$ cat src/rtl/ep_hs_pkg.sv
// Package: shared encodings and register bit positions for the endpoint
// handshake controller. Assumes 8-bit or wider registers.
package ep_hs_pkg;
    localparam int unsigned CTL_EN_BIT     = 0;
    localparam int unsigned CTL_STALL_BIT  = 1;
    localparam int unsigned CTL_CANCEL_BIT = 2;
    localparam int unsigned CTL_TOGRST_BIT = 3;
    localparam int unsigned CFG_DIR_BIT    = 0;
    localparam int unsigned CFG_TYPE_LSB   = 6;
    localparam int unsigned TYPE_W         = 2;
    localparam logic        ADDR_CTL       = 1'b0;

    typedef enum logic [1:0] {
        HS_NONE  = 2'b00,
        HS_ACK   = 2'b01,
        HS_NAK   = 2'b10,
        HS_STALL = 2'b11
    } hs_e;
endpackage

$ cat src/rtl/ep_cfg_regs.sv
// Register file: enable, STALL request and configuration fields. It also
// decodes the self-clearing strobes (cancel, toggle reset). Assumes
// REG_W >= CFG_TYPE_LSB + TYPE_W. Strobe bits are never stored.
module ep_cfg_regs
    import ep_hs_pkg::*;
#(
    parameter int unsigned EP_INDEX = 0,
    parameter int unsigned REG_W    = 8
) (
    input  logic             clk,
    input  logic             rst_n,
    input  logic             bus_rst_i,
    input  logic             reg_wr_i,
    input  logic             reg_addr_i,
    input  logic [REG_W-1:0] reg_wdata_i,
    input  logic             setup_rx_i,
    output logic [REG_W-1:0] reg_rdata_o,
    output logic             en_o,
    output logic             stall_o,
    output logic             tog_rst_o
);
    localparam logic EN_RST = (EP_INDEX == 0);

    logic              ctl_wr, cfg_wr;
    logic              req_set, req_clr;
    logic              en_q, stall_q, dir_q;
    logic [TYPE_W-1:0] type_q;
    logic              unused_wbits;

    assign ctl_wr       = reg_wr_i && (reg_addr_i == ADDR_CTL);
    assign cfg_wr       = reg_wr_i && (reg_addr_i != ADDR_CTL);
    assign req_set      = ctl_wr && reg_wdata_i[CTL_STALL_BIT];
    assign req_clr      = (ctl_wr && reg_wdata_i[CTL_CANCEL_BIT]) || setup_rx_i;
    assign tog_rst_o    = ctl_wr && reg_wdata_i[CTL_TOGRST_BIT];
    assign unused_wbits = ^reg_wdata_i;

    // Enable bit: reset value depends on endpoint number.
    always_ff @(posedge clk) begin
        if (!rst_n || bus_rst_i) en_q <= EN_RST;
        else if (ctl_wr)         en_q <= reg_wdata_i[CTL_EN_BIT];
    end

    // STALL request: set only by software, cleared by cancel or SETUP.
    always_ff @(posedge clk) begin
        if (!rst_n || bus_rst_i) stall_q <= 1'b0;
        else if (req_clr)        stall_q <= 1'b0;
        else if (req_set)        stall_q <= 1'b1;
    end

    // Configuration fields: type and direction.
    always_ff @(posedge clk) begin
        if (!rst_n || bus_rst_i) begin
            type_q <= '0;
            dir_q  <= 1'b0;
        end else if (cfg_wr) begin
            type_q <= reg_wdata_i[CFG_TYPE_LSB +: TYPE_W];
            dir_q  <= reg_wdata_i[CFG_DIR_BIT];
        end
    end

    // Read mux: reserved and strobe positions stay 0.
    always_comb begin
        reg_rdata_o = '0;
        if (reg_addr_i == ADDR_CTL) begin
            reg_rdata_o[CTL_EN_BIT]    = en_q;
            reg_rdata_o[CTL_STALL_BIT] = stall_q;
        end else begin
            reg_rdata_o[CFG_DIR_BIT]                 = dir_q;
            reg_rdata_o[CFG_TYPE_LSB +: TYPE_W]      = type_q;
        end
    end

    assign en_o    = en_q;
    assign stall_o = stall_q;
endmodule

$ cat src/rtl/ep_toggle.sv
// Data toggle state. Priority: SETUP reception (to 1), then the software
// reset (to 0), then the ACK flip. Events are ignored while disabled; the
// software reset works in any state.
module ep_toggle (
    input  logic clk,
    input  logic rst_n,
    input  logic bus_rst_i,
    input  logic en_i,
    input  logic setup_rx_i,
    input  logic tog_rst_i,
    input  logic xfer_ack_i,
    output logic tog_o
);
    logic tog_q;

    // Toggle update from events and software strobe.
    always_ff @(posedge clk) begin
        if (!rst_n || bus_rst_i)      tog_q <= 1'b0;
        else if (en_i && setup_rx_i)  tog_q <= 1'b1;
        else if (tog_rst_i)           tog_q <= 1'b0;
        else if (en_i && xfer_ack_i)  tog_q <= ~tog_q;
    end

    assign tog_o = tog_q;
endmodule

$ cat src/rtl/ep_resp.sv
// Handshake decision. Registers the answer to a token so that it appears
// one cycle after the token. Assumes at most one token per cycle.
module ep_resp
    import ep_hs_pkg::*;
(
    input  logic       clk,
    input  logic       rst_n,
    input  logic       bus_rst_i,
    input  logic       en_i,
    input  logic       stall_i,
    input  logic       tog_i,
    input  logic       tok_vld_i,
    input  logic       tok_setup_i,
    input  logic       buf_rdy_i,
    output logic [1:0] hs_o,
    output logic       par_o
);
    hs_e  hs_d, hs_q;
    logic par_d, par_q;

    // Choose the handshake and parity for the current token.
    always_comb begin
        hs_d  = HS_NONE;
        par_d = 1'b0;
        if (tok_vld_i && en_i) begin
            if (tok_setup_i) begin
                hs_d  = HS_ACK;
                par_d = 1'b0;
            end else begin
                par_d = tog_i;
                if (stall_i)        hs_d = HS_STALL;
                else if (buf_rdy_i) hs_d = HS_ACK;
                else                hs_d = HS_NAK;
            end
        end
    end

    // Response register.
    always_ff @(posedge clk) begin
        if (!rst_n || bus_rst_i) begin
            hs_q  <= HS_NONE;
            par_q <= 1'b0;
        end else begin
            hs_q  <= hs_d;
            par_q <= par_d;
        end
    end

    assign hs_o  = hs_q;
    assign par_o = par_q;
endmodule

$ cat src/rtl/ep_hshk_ctrl.sv
// Top: per-endpoint handshake control. It joins the register file, the
// toggle state and the response logic. The packet engine pulses each event
// for one cycle.
module ep_hshk_ctrl #(
    parameter int unsigned EP_INDEX = 0,
    parameter int unsigned REG_W    = 8
) (
    input  logic             clk,
    input  logic             rst_n,
    input  logic             bus_rst_i,
    input  logic             reg_wr_i,
    input  logic             reg_addr_i,
    input  logic [REG_W-1:0] reg_wdata_i,
    output logic [REG_W-1:0] reg_rdata_o,
    input  logic             tok_vld_i,
    input  logic             tok_setup_i,
    input  logic             buf_rdy_i,
    input  logic             setup_rx_i,
    input  logic             xfer_ack_i,
    output logic [1:0]       hs_o,
    output logic             data_par_o
);
    logic en_w, stall_w, tog_rst_w, tog_w;

    ep_cfg_regs #(.EP_INDEX(EP_INDEX), .REG_W(REG_W)) u_regs (
        .clk(clk), .rst_n(rst_n), .bus_rst_i(bus_rst_i),
        .reg_wr_i(reg_wr_i), .reg_addr_i(reg_addr_i), .reg_wdata_i(reg_wdata_i),
        .setup_rx_i(setup_rx_i), .reg_rdata_o(reg_rdata_o),
        .en_o(en_w), .stall_o(stall_w), .tog_rst_o(tog_rst_w)
    );

    ep_toggle u_tog (
        .clk(clk), .rst_n(rst_n), .bus_rst_i(bus_rst_i), .en_i(en_w),
        .setup_rx_i(setup_rx_i), .tog_rst_i(tog_rst_w),
        .xfer_ack_i(xfer_ack_i), .tog_o(tog_w)
    );

    ep_resp u_resp (
        .clk(clk), .rst_n(rst_n), .bus_rst_i(bus_rst_i), .en_i(en_w),
        .stall_i(stall_w), .tog_i(tog_w), .tok_vld_i(tok_vld_i),
        .tok_setup_i(tok_setup_i), .buf_rdy_i(buf_rdy_i),
        .hs_o(hs_o), .par_o(data_par_o)
    );
endmodule

$ cat config.mk
export PLATFORM = sky130hd
export DESIGN_NAME = ep_hshk_ctrl
export DESIGN_NICKNAME = d
export VERILOG_FILES = /design/src/rtl/ep_hs_pkg.sv /design/src/rtl/ep_cfg_regs.sv /design/src/rtl/ep_toggle.sv /design/src/rtl/ep_resp.sv /design/src/rtl/ep_hshk_ctrl.sv
export SDC_FILE = /design/constraint.sdc
export NUM_CORES = 1
export LEC_CHECK = 0
export BUFFER_PORTS_ARGS = -buffer_cell sky130_fd_sc_hd__buf_2
export CAP_MARGIN = 0
export CORE_AREA = 2 2 39 41
export CTS_CLUSTER_DIAMETER = 80
export CTS_CLUSTER_SIZE = 8
export DETAILED_ROUTE_END_ITERATION = 6
export DIE_AREA = 0 0 41 43
export PLACE_DENSITY_LB_ADDON = 0.12
export SETUP_SLACK_MARGIN = 0.02
export SKIP_LAST_GASP = 1
export SLEW_MARGIN = 25
export SYNTH_ARGS = -nofsm -noshare
export SYNTH_HDL_FRONTEND = slang
export SYNTH_SLANG_ARGS = --single-unit
$ cat constraint.sdc
create_clock -name clk -period 1.3 [get_ports clk]
set_clock_uncertainty 0.15 [all_clocks]
set_input_delay 0.39 -clock clk [delete_from_list [all_inputs] [get_ports clk]]
set_output_delay 0.39 -clock clk [all_outputs]
set_load 0.005 [all_outputs]
# Word-level counts from Yosys, hierarchy flattened
# Index checks and enable logic that the tools add are counted.
# totals
mem_bits_rw,0
out_inout_bits,11
word_cells,35
inputBits,18
latch_bits,0
mem_bits_ro,0
reg_bits,9
n_memories,0
# classes
n_mul,0
n_eq_ne,0
order_cmp,0
mux,9
bitwise_logic,3
add_sub_neg,0
n_reduce_logical,15
n_shift,0
div,0
# op_table
op,count
1-bit logical AND,8
1-bit two-way mux,6
2-bit two-way mux,3
2-bit OR reduction,2
1-bit NOT,3
3-bit nonzero test,1
3-bit OR reduction,1
1-bit logical OR,2
1-bit zero test,1

# Logic depth before layout (Yosys ltp)
# logic_depth
ltp_word,5
depth_mapped,4
depth_no_buf,3

# By module
# A second synthesis with hierarchy kept.
# hier_totals
cells_unflattened,52
area_unflattened_um2,508.0
# modules_own_cells
mod,n_inst,cells_per_inst,area_each_um2,seq_area_each_um2
ep_cfg_regs,1,35,327.8,100.1
ep_resp,1,9,121.4,60.1
ep_toggle,1,8,58.8,20.0

# Worst setup path after synthesis
# Ideal clock, no wire load.
# synth_path
path_type,input port to output port
startpoint,input port reg_addr_i
endpoint,output port reg_rdata_o[0]
t_required_ns,0.760
cell_stages,2
slack_ns,-0.102
path_buffers,1
t_arrival_ns,0.862
cell_sequence,buf_4 mux2_2
# synth_via
elab_chain_cells,1
# synth_rtl
item,line,rtl
"start, declared",ep_hshk_ctrl.sv:12,"input logic reg_addr_i,"
1-bit two-way mux,ep_cfg_regs.sv:64,if (reg_addr_i == ADDR_CTL) begin
"end, declared",ep_hshk_ctrl.sv:14,"output logic [REG_W-1:0] reg_rdata_o,"
# Every way passes these cells.

# Worst setup path in the final report
# layout_path
startpoint,register u_regs.en_q (netlist: u_regs.en_o)
endpoint,output port reg_rdata_o[0]
# layout_via
elab_chain_cells,1
# layout_rtl
item,line,rtl
"start, declared",ep_cfg_regs.sv:26,"logic en_q, stall_q, dir_q;"
"start signal, assigned",ep_cfg_regs.sv:40,else if (ctl_wr) en_q <= reg_wdata_i[CTL_EN_BIT];
1-bit two-way mux,ep_cfg_regs.sv:64,
# Every way passes these cells.

==> summary.md <==
| Metric | Value |
|---|---|
| Fraction of layout instances using a drive strength above 1 | 56.4% |
| Critical R2R Capture | u_regs.en_o |
| Post-Synthesis Cell Area | 427 µm² |
| Largest net degree at the start of global routing | 6 |
| Total number of vias | 428 |
| Max Slew Vio Count | 0 |
| Nets | 97 |
| Drt wl/cell | 9.45 µm |
| # IOs | 29 |
| Status | complete, but fails checks |
| CTS HTree Levels | 1 |
| Setup ws final | -0.191 ns |
| Setup CP Type | reg -> out |
| Worst R2R Path Depth | 3 |
| Die Wd | 41 µm |
| Placer Congestion | 0.659 |
| Synth Register Bits | 9 |
| Yosys warning count | 0 |
| Most frequent cells in the layout | buf_2, buf_4, nand2_1, dfxtp_1 |
| Worst EP arrival | 0.95 ns |
| Die Ht | 43 µm |
| WHS Endpoint | u_regs.stall_o |
| Worst Hold Class | in -> reg |
| Cts bufs inserted | 3 |
| DR iter-0 viols | 1 |
| Max Root-Sink Buffers | 2 |
| CTS clk-pin slew, worst paths | 0.06 ns |
| Vias in the first global route | 370 |
| Initial DRT Pass Iterations | 2 |
| Period utilization | 115% |
| Final setup viols | 4 |
| Utilization after layout | 47.9% |
| Min-Delay Path Depth | 2 |
| Synth Instances | 46 |
| Tmin final | 1.49 ns |
| Residual DRC count | 0 |
| # rows | 14 |
| Total die area | 1760 µm² |
| Max Clock Freq | 671 MHz |
| Gr usage total | 12.8% |
| Seq/Total Area, Yosys | 42.2% |
| Fin Hold WS | 0.151 ns |
| Hold Crit Start | setup_rx_i |
| Req. time, crit path | 0.76 ns |
| Unique masters post-synth | 21 |
| Reg-to-reg slack, setup | 0.18 ns |
| Root Driver | clkbuf_4 |
| ANT cells | 0 |
| Static Leak | 0.314 nW |
| CTS tree | yes |
| Initial Util | 30.8% |
| Initial antenna violation count | 0 |
| Critical path fanouts, max | 2 |
| Grt total ovfl | 0 |
| First-pass GRT wire length | 1410 µm |
| P per Cell Area | 907 nW/µm² |
| CTS sink count | 9 |
| Via/cell ratio | 4.55 |
| Clock latency on the worst-skew pair | 0.26 ns |
| Max rail drop VDD | 0.667 mV |
| Commonest non-fill, non-tap cell in the layout | buf_2 |
| Violated checks | negative setup slack |
| Area grow syn2layout | 55.4% |
| RSZ-0062 raised after global routing | yes |
| Count of final hold-check violations | 0 |
| Crit start category | register |
| Max Cap Viol | 0 |
| Post-Syn Area per Cell | 9.28 µm² |
| DP Wirelength | 724 µm |
| Setup TNS | -0.412 ns |
| I/O Buffers | 22 |
| Drt total wl | 888 µm |
| Core ar. | 1380 µm² |
| Antenna-violating nets left | 0 |
| CP Capture Type | output port |
| Reg-to-Reg Start | u_regs.en_o |
==> synth_stat cells <==
library cell	number	area, µm²
mux2_2	1	11.3
conb_1	1	3.75
nor2b_4	1	13.8
nand4b_1	1	8.76
and3b_1	1	8.76
nor2b_1	3	18.8
dfxtp_1	9	180
nand2b_1	1	6.26
a21oi_1	4	20.0
a211o_2	1	10.0
and2_1	2	12.5
nor2_1	1	3.75
a2111oi_2	1	15.0
nor3_1	2	10.0
nand3_1	3	15.0
o2bb2ai_1	1	8.76
a21boi_0	1	7.51
a21oi_2	1	8.76
buf_4	5	37.5
nand2_1	5	18.8
nor3b_1	1	7.51
==> final cells by class <==
type | count | area, µm²
Clock buffer | 4 | 26.3
Fill cell | 154 | 721
Multi-Input combinational cell | 35 | 229
Sequential cell | 9 | 185
Tap cell | 16 | 20.0
Timing Repair Buffer | 30 | 203
==> state kept, by name (all words and copies together), names as in the netlist <==
signal and cells:
u_resp.hs_o 2, u_regs.stall_o 1, u_regs.en_o 1, u_regs.type_q 2, u_resp.par_o 1, u_tog.tog_o 1, u_regs.dir_q 1
==> critical path, stage by stage (launching register included) <==
cell	delay [ns]
dfxtp_1	0.31
mux2_4	0.27
buf_6	0.11
==> through the flow <==
step | instance area (µm²) | worst slack, ns | cells | power, mW
after floorplan | 449 | -0.0336 | 49 | 0.345
after global placement | 594 | -0.171 | 90 | 0.384
after detailed placement | 594 | -0.185 | 90 | 0.385
after CTS | 644 | -0.215 | 94 | 0.612
after global routing | 663 | -0.238 | 94 | 0.655
final | 663 | -0.191 | 94 | 0.601
==> logic make-up (layout without fill, tap and decap cells) <==
family	count (synthesis)	in the layout	synth area share, %
AO/OA/AOI/OAI	9	9	16.4
buffers and inverters	5	34	8.80
flip-flops	9	9	42.2
multiplexers	1	1	2.64
other	1	4	0.879
AND/OR/NAND/NOR	21	21	29.0
==> layer usage <==
layer,up-vias,global-route usage (%),wire (µm)
met2,18,16.9,435
met4,0,6.00,0
met5,-,0,0
li1,216,-,-
met1,194,14.9,372
met3,0,9.42,79
==> what timing repair did <==
action / in CTS / in global routing
hold buffers: 0 / 0
setup buffers: 0 / 0
gates resized for setup: 7 / 6
endpoints found under the setup margin: 4 / 4
pin swaps: 2 / 2
==> worst max path at each step <==
stage / cells past startpoint / to / slack [ns] / startpoint
CTS: 2 / reg_rdata_o[0] / -0.21 / u_regs.en_o
floorplan: 2 / reg_rdata_o[0] / -0.03 / reg_addr_i
detailed placement: 3 / reg_rdata_o[0] / -0.18 / reg_addr_i
global route: 2 / reg_rdata_o[0] / -0.24 / u_regs.dir_q
finish: 2 / reg_rdata_o[0] / -0.19 / u_regs.en_o
global placement: 3 / reg_rdata_o[0] / -0.17 / reg_addr_i
==> power by group <==
part	internal, mW	switching [mW]	leakage [nW]
clock network	0.118	0.0948	0.0150
registers	0.283	0.00304	0.0751
logic	0.0604	0.0415	0.223
No activity file was read; power rests on OpenSTA's default activity.
